$ cat config.mk
export PLATFORM = sky130hd
export DESIGN_NAME = pwm_diode_emu
export DESIGN_NICKNAME = d
export VERILOG_FILES = /design/src/rtl/dem_pkg.sv /design/src/rtl/dem_lockout.sv /design/src/rtl/dem_chan_sel.sv /design/src/rtl/pwm_diode_emu.sv
export SDC_FILE = /design/constraint.sdc
export NUM_CORES = 1
export LEC_CHECK = 0
export BUFFER_PORTS_ARGS = -buffer_cell sky130_fd_sc_hd__buf_4
export CORE_UTILIZATION = 43
export DETAILED_ROUTE_END_ITERATION = 16
export GPL_ROUTABILITY_DRIVEN = 0
export PLACE_DENSITY = 0.76
export SLEW_MARGIN = 20
export SYNTH_ARGS = -nofsm -noshare
export SYNTH_HDL_FRONTEND = slang
export SYNTH_SLANG_ARGS = --single-unit
$ cat constraint.sdc
create_clock -name clk -period 2.2 [get_ports clk]
set_input_delay 0.66 -clock clk [delete_from_list [all_inputs] [get_ports clk]]
set_output_delay 0.66 -clock clk [all_outputs]
set_load 0.02 [all_outputs]
$ cat src/rtl/dem_pkg.sv
package dem_pkg;

    typedef enum logic [1:0] {
        SRC_TRIPL = 2'b00,
        SRC_TRIPH = 2'b01,
        SRC_ZERO  = 2'b10,
        SRC_ONE   = 2'b11
    } dem_src_e;

    typedef struct packed {
        logic active;
    } dem_flag_t;

endpackage

$ cat src/rtl/dem_lockout.sv
module dem_lockout #(
    parameter int DLY_W = 8
) (
    input  logic             clk,
    input  logic             rst_n,
    input  logic             load_i,
    input  logic [DLY_W-1:0] dly_i,
    input  logic             sync_i,
    output logic             locked_o
);

    typedef struct packed {
        logic [DLY_W-1:0] cnt;
    } lock_st_t;

    localparam logic [DLY_W-1:0] CNT_ZERO = '0;
    localparam logic [DLY_W-1:0] CNT_ONE  = {{(DLY_W-1){1'b0}}, 1'b1};

    lock_st_t st_d, st_q;

    always_comb begin
        st_d = st_q;
        if (load_i) begin
            st_d.cnt = dly_i;
        end else if (sync_i && (st_q.cnt != CNT_ZERO)) begin
            st_d.cnt = st_q.cnt - CNT_ONE;
        end
    end

    always_ff @(posedge clk) begin
        if (!rst_n) begin
            st_q <= '0;
        end else begin
            st_q <= st_d;
        end
    end

    assign locked_o = (st_q.cnt != CNT_ZERO);

    assert_load_R6: assert property (@(posedge clk) disable iff (!rst_n)
        load_i |=> (st_q.cnt == $past(dly_i)));

    assert_no_underflow_R7: assert property (@(posedge clk) disable iff (!rst_n)
        (!load_i && (st_q.cnt == CNT_ZERO)) |=> (st_q.cnt == CNT_ZERO));

    assert_hold_R7: assert property (@(posedge clk) disable iff (!rst_n)
        (!load_i && !sync_i) |=> $stable(st_q.cnt));

endmodule

$ cat src/rtl/dem_chan_sel.sv
module dem_chan_sel
    import dem_pkg::*;
(
    input  logic       pwm_i,
    input  logic       trip_hi_i,
    input  logic       trip_lo_i,
    input  logic [1:0] sel_i,
    input  logic       pol_i,
    input  logic       emu_i,
    input  logic       bypass_i,
    output logic       out_o
);

    logic src;

    always_comb begin
        unique case (dem_src_e'(sel_i))
            SRC_TRIPL: src = trip_lo_i;
            SRC_TRIPH: src = trip_hi_i;
            SRC_ZERO:  src = 1'b0;
            SRC_ONE:   src = 1'b1;
            default:   src = 1'b0;
        endcase
    end

    always_comb begin
        if (bypass_i || !emu_i) begin
            out_o = pwm_i;
        end else begin
            out_o = src ^ pol_i;
        end
    end

endmodule

$ cat src/rtl/pwm_diode_emu.sv
module pwm_diode_emu
    import dem_pkg::*;
#(
    parameter int DLY_W = 8
) (
    input  logic             clk,
    input  logic             rst_n,
    input  logic             mode_en,
    input  logic             trip_evt,
    input  logic             exit_strobe,
    input  logic             sync_pulse,
    input  logic [DLY_W-1:0] reentry_dly,
    input  logic             pwm_a,
    input  logic             pwm_b,
    input  logic             trip_hi,
    input  logic             trip_lo,
    input  logic [1:0]       sel_a,
    input  logic [1:0]       sel_b,
    input  logic             pol_a,
    input  logic             pol_b,
    input  logic             pwm_trip,
    input  logic             trip_en,
    output logic             out_a,
    output logic             out_b,
    output logic             emu_active
);

    localparam int NCH = 2;

    dem_flag_t flag_d, flag_q;
    logic      locked;
    logic      lock_load;
    logic      bypass;

    logic [NCH-1:0]      pwm_v;
    logic [NCH-1:0]      pol_v;
    logic [NCH-1:0][1:0] sel_v;
    logic [NCH-1:0]      out_v;

    always_comb begin
        flag_d = flag_q;
        if (exit_strobe) begin
            flag_d.active = 1'b0;
        end else if (trip_evt && mode_en && !locked) begin
            flag_d.active = 1'b1;
        end
    end

    always_ff @(posedge clk) begin
        if (!rst_n) begin
            flag_q <= '0;
        end else begin
            flag_q <= flag_d;
        end
    end

    assign lock_load = flag_q.active && exit_strobe;
    assign bypass    = pwm_trip && trip_en;

    dem_lockout #(.DLY_W(DLY_W)) u_lockout (
        .clk      (clk),
        .rst_n    (rst_n),
        .load_i   (lock_load),
        .dly_i    (reentry_dly),
        .sync_i   (sync_pulse),
        .locked_o (locked)
    );

    assign pwm_v = {pwm_b, pwm_a};
    assign pol_v = {pol_b, pol_a};
    assign sel_v = {sel_b, sel_a};

    for (genvar ch = 0; ch < NCH; ch++) begin : g_chan
        dem_chan_sel u_sel (
            .pwm_i     (pwm_v[ch]),
            .trip_hi_i (trip_hi),
            .trip_lo_i (trip_lo),
            .sel_i     (sel_v[ch]),
            .pol_i     (pol_v[ch]),
            .emu_i     (flag_q.active),
            .bypass_i  (bypass),
            .out_o     (out_v[ch])
        );
    end

    assign out_a      = out_v[0];
    assign out_b      = out_v[1];
    assign emu_active = flag_q.active;

    assert_exit_clears_R3: assert property (@(posedge clk) disable iff (!rst_n)
        exit_strobe |=> !emu_active);

    assert_trip_sets_R2: assert property (@(posedge clk) disable iff (!rst_n)
        (trip_evt && mode_en && !exit_strobe && !locked) |=> emu_active);

    assert_lock_blocks_R6: assert property (@(posedge clk) disable iff (!rst_n)
        (!emu_active && locked) |=> !emu_active);

    assert_mode_off_R11: assert property (@(posedge clk) disable iff (!rst_n)
        (!emu_active && !mode_en) |=> !emu_active);

    assert_pass_R1: assert property (@(posedge clk) disable iff (!rst_n)
        !emu_active |-> (out_a == pwm_a && out_b == pwm_b));

    assert_bypass_R9: assert property (@(posedge clk) disable iff (!rst_n)
        (pwm_trip && trip_en) |-> (out_a == pwm_a && out_b == pwm_b));

endmodule

# Word-level counts from Yosys, hierarchy flattened
# Cells that the tools add are included.
# Widths: inputs -> output; s select.
# totals
ff_bits	9
inputBits	26
word_cells	31
# classes
add_sub_neg	1
eq_ne	6
muxes	6
n_bitwise	3
reduce_logical	13
# op_table
op	count
$mux 8	2
$eq 2x2->1 const B	4
$pmux 1 s4	2
$reduce_bool 8->1	1
$sub 8x1->8 const B	1
$logic_and 1x1->1	5
$eq 2x1->1 const B	2
$logic_not 2->1	2
$logic_not 1->1	2
$mux 1	2
$reduce_bool 2->1	1
$reduce_or 2->1	1
$xor 1x1->1	2
$logic_or 1x1->1	1
$not 1->1	1

# Longest topological paths before layout
# depth
ltp_word	4
ltp_mapped	6

# By module
# A second synthesis with hierarchy kept.
# hier_totals
hier_cells	87
hier_area_um2	690.7
# modules_own_cells
module	n_inst	cells_each	area_each_um2	seq_area_each_um2
dem_lockout	1	66	550.5	160.2
dem_chan_sel	2	7	42.5	0.0
pwm_diode_emu	1	7	55.1	20.0

# Worst setup path before layout
# OpenSTA, ideal clock, no wires.
# synth_path
path_kind	in2out
startpoint	input sel_a[1]
endpoint	output out_a
arrival_ps	1357
t_required_ps	1540
slack_ps	183
path_stages	4
path_buffers	0
cell_sequence	nand2b_1 -> o21ai_1 -> xnor2_1 -> a21oi_1
# synth_via
elab_chain_len	4
# synth_lines
item	line_no	text
from (decl)	pwm_diode_emu.sv:17	input logic [1:0] sel_a,
$eq 2x2->1 (tied with other cells)	dem_chan_sel.sv:17	unique case (dem_src_e'(sel_i))
$pmux 1 s4 *	dem_chan_sel.sv:17	
$xor 1x1->1 *	dem_chan_sel.sv:30	out_o = src ^ pol_i;
$mux 1 *	dem_chan_sel.sv:27	if (bypass_i || !emu_i) begin
to (decl)	pwm_diode_emu.sv:23	output logic out_a,
# Mark *: on every way between the ends. The rest lies on a longest branch, timed or not.

# Worst setup path after layout
# Ends and elaborated chain as after synthesis.

==> impl_metrics.py <==
metrics = {
    "run_status": {
        "status": "finished, final reports clean",
    },
    "floorplan": {
        "ios": 29,
        "rows": 12,
        "die_area_um2": 1507,
        "die_w_um": 38.83,
        "dieHeight_um": 38.83,
        "core_area_um2": 1186,
        "initial_core_util": 0.4916,
    },
    "synth": {
        "synth-seq-area-share": 0.3090,
        "syn_area_per_cell_um2": 8.098,
        "ys_types": 28,
        "synth.area.top_cells": "dfxtp_1 (31%), a21oi_1 (7.7%), o21ai_0 (6.0%)",
        "synth_top_area_frac": 0.3090,
        "synth_top_cell_by_area": "dfxtp_1",
        "yosysWarningCount": 0,
        "synthCells": 72,
        "synth_nets": 99,
        "ys_ff_latch": 9,
        "syn_area_um2": 583.1,
    },
    "detailed_routing": {
        "vias": 663,
        "drt-wirelength-per-cell_um": 12.07,
        "ant_nets": 0,
        "dr.pass1.iters": 4,
        "routed_wl_um": 1412,
        "route.detailed.drc": 0,
        "vias_per_cell": 5.667,
        "first_iter_violations": 5,
    },
    "worst_setup_path": {
        "timing.rr.start": "u_lockout.st_q[0]$_SDFFE_PN0P_",
        "cp.arrival_ns": 1.46,
        "max_stage_delay_ns": 0.16,
        "critPathBufInv": 2,
        "worst_ep_required_time_ns": 1.54,
        "cp_max_fo": 2,
        "r2r.worst_path.cells": 6,
        "rrSetupSlack_ns": 0.44,
        "cp_top_family": "compound AO/OA/AOI/OAI gates",
        "slowest_stage": "a21oi_1",
        "startpoint_type": "input port",
        "worstSetupEndpointType": "primary output",
        "worstSetupPathType": "input port to primary output",
        "critPathMostFrequentCell": "buf_4",
        "reg2reg_to": "u_lockout.st_q[3]$_SDFFE_PN0P_",
        "path_cells": "buf_4, nand2b_1, o21ai_1, xnor2_1, a21oi_1, buf_4",
    },
    "power": {
        "switching_share": 0.4019,
        "p_total_uw": 891.2,
        "clkPwrFrac": 0.145,
        "peakVddDrop_uv": 652.5,
        "p_per_area_nw_per_um2": 1068,
        "total_leakage_power_uw": 0.0003471,
        "p_comb_frac": 0.517,
        "pwr-share-seq": 0.338,
        "intPower_uw": 533.0,
        "p_switching_uw": 358.2,
    },
    "cells_and_area": {
        "nets": 131,
        "drive_gt1_frac": 0.3495,
        "num_antenna_cells": 0,
        "multiInputGateArea_um2": 387.9,
        "final_common_cell": "buf_4",
        "layout_common_cells": "buf_4 (28), a21oi_1 (9), dfxtp_1 (9)",
        "fillers": 106,
        "finalNonFillerCells": 117,
        "register_area_um2": 180.2,
        "synthToLayoutAreaGrowth_pct": 43.13,
        "final_cell_area_um2": 834.6,
        "utilization": 0.7036,
    },
    "global_route": {
        "use_met1": 0.2222,
        "grt-busiest-layer": "met2",
        "grt_pass1_wl_um": 2235,
        "grt_usage": 0.2198,
        "antenna_found_initial": 0,
        "grt_max_degree": 16,
        "grt.met3_usage": 0.08671,
        "gr-total-overflow": 0,
        "grtUsageMet2": 0.4000,
        "grt_pass1_vias": 589,
    },
    "timing": {
        "worstMarginPinSlew_ns": 0.5626,
        "slew_violations": 0,
        "tns_ns": 0,
        "setup_violations": 0,
        "clock_skew_ns": 0.004579,
        "rsz0062_at_grt": "no",
        "slew-limit-headroom": 0.6220,
        "period_share": 0.9646,
        "final_hold_viol_count": 0,
        "fmax_mhz": 471.2,
        "period_needed_ns": 2.122,
    },
    "place": {
        "hpwl_um": 1125,
        "io_buffers": 28,
        "placed_area_um2": 807.0,
        "dpl.cell_count": 113,
    },
    "cts": {
        "cts-root-buf": "clkbuf_4",
        "worstSkewPairLatency_ns": 0.27,
        "cts_buffers": 3,
        "clkTransAtPathRegs_ns": 0.06,
        "cts_resized": 0,
        "htree_levels": 1,
        "cts_tree": "done",
        "clockBufferDepth": 2,
        "cts.sinks": 9,
        "hold_buffers": 0,
        "post_cts_buffers": 0,
    },
    "worst_hold_path": {
        "hold_path_depth": 2,
        "holdPathEnd": "u_lockout.st_q[1]$_SDFFE_PN0P_",
        "hold_class": "register to register",
        "hp-start": "emu_active$_SDFFE_PP0P_",
    },
    "run": {
        "max-cap-violations": 0,
    },
}
## how the worst max path moves through the flow
| stage | slack, ns | depth (start not counted) | to | startpoint |
|---|---|---|---|---|
| 2_1_floorplan | 0.18 | 4 | out_a | sel_a[1] |
| 3_3_place_gp | 0.12 | 6 | out_b | sel_b[1] |
| 3_5_place_dp | 0.08 | 6 | out_a | sel_a[1] |
| 4_1_cts | 0.08 | 6 | out_a | sel_a[1] |
| 5_1_grt | 0.05 | 6 | out_b | sel_b[1] |
| 6_report | 0.08 | 6 | out_a | sel_a[1] |
## power groups by stage
| stage | registers (µW) | clock network, µW | logic [µW] |
|---|---|---|---|
| after detailed placement | 304 | 0 | 462 |
| after global routing | 310 | 143 | 518 |
| after global placement | 300 | 0 | 457 |
| after CTS | 302 | 134 | 464 |
| after floorplan | 287 | 0 | 357 |
| final | 301 | 130 | 461 |
## per-layer routing
layer  share of wire  wire length (µm)  vias up
met1            0.42               599      305
met4          0.0057                 8        0
met5               0                 0        -
met3           0.045                63        2
li1                -                 -      339
met2            0.52               740       17
## through the flow
stage / setup slack, ns / hold WS [ns]
finish: 0.07787 / 0.5446
global route: 0.04692 / 0.5612
CTS: 0.07515 / 0.5435
detailed placement: 0.07997 / 0.5338
global placement: 0.1195 / 0.5277
floorplan: 0.1826 / 0.5268
## synth_stat cells
library cell / number
a221oi_1: 1
nand3_1: 1
nor2b_1: 1
dfxtp_1: 9
or3b_1: 1
a211oi_1: 3
a21boi_1: 2
mux2i_1: 2
nor3_1: 3
or4_1: 1
inv_1: 3
nand4bb_1: 1
nand2_1: 4
o21ai_0: 7
o21ai_1: 4
nor4b_2: 2
ha_1: 1
a21oi_1: 9
o221ai_1: 1
and2_4: 1
a31oi_1: 2
xnor2_1: 3
nand4_1: 1
nand2b_1: 2
nor3b_1: 1
nor4_2: 1
clkbuf_1: 1
nor2_1: 4
## worst register-to-register path, delay by kind of cell, from the launching register on
family          cells  cell delay [ns]
buf+inv             1             0.06
flops               1             0.37
fa+ha+maj           1             0.23
simple gates        3             0.85
compound gates      1             0.16
## area by class of cell
cell class                 instances  share of cell area
clock inverter                     1            0.005997
sequential                         9              0.2159
inverter                           3             0.01349
timing repair buffer              28              0.2519
multi-input combinational         59              0.4648
tap                               14             0.02099
clock buffer                       3             0.02699
## flip-flops by register name (all words and copies together) (netlist names)
register        count
u_lockout.st_q      8
emu_active          1
## logic make-up after synthesis
logic type | Yosys count | synth area share
buf+inv | 4 | 0.02574
mux | 2 | 0.03434
fa+ha+maj | 1 | 0.02146
xor+xnor | 3 | 0.04507
simple gates | 24 | 0.2768
flops | 9 | 0.3090
compound gates | 29 | 0.2875
No activity file was read; power rests on OpenSTA's default activity.
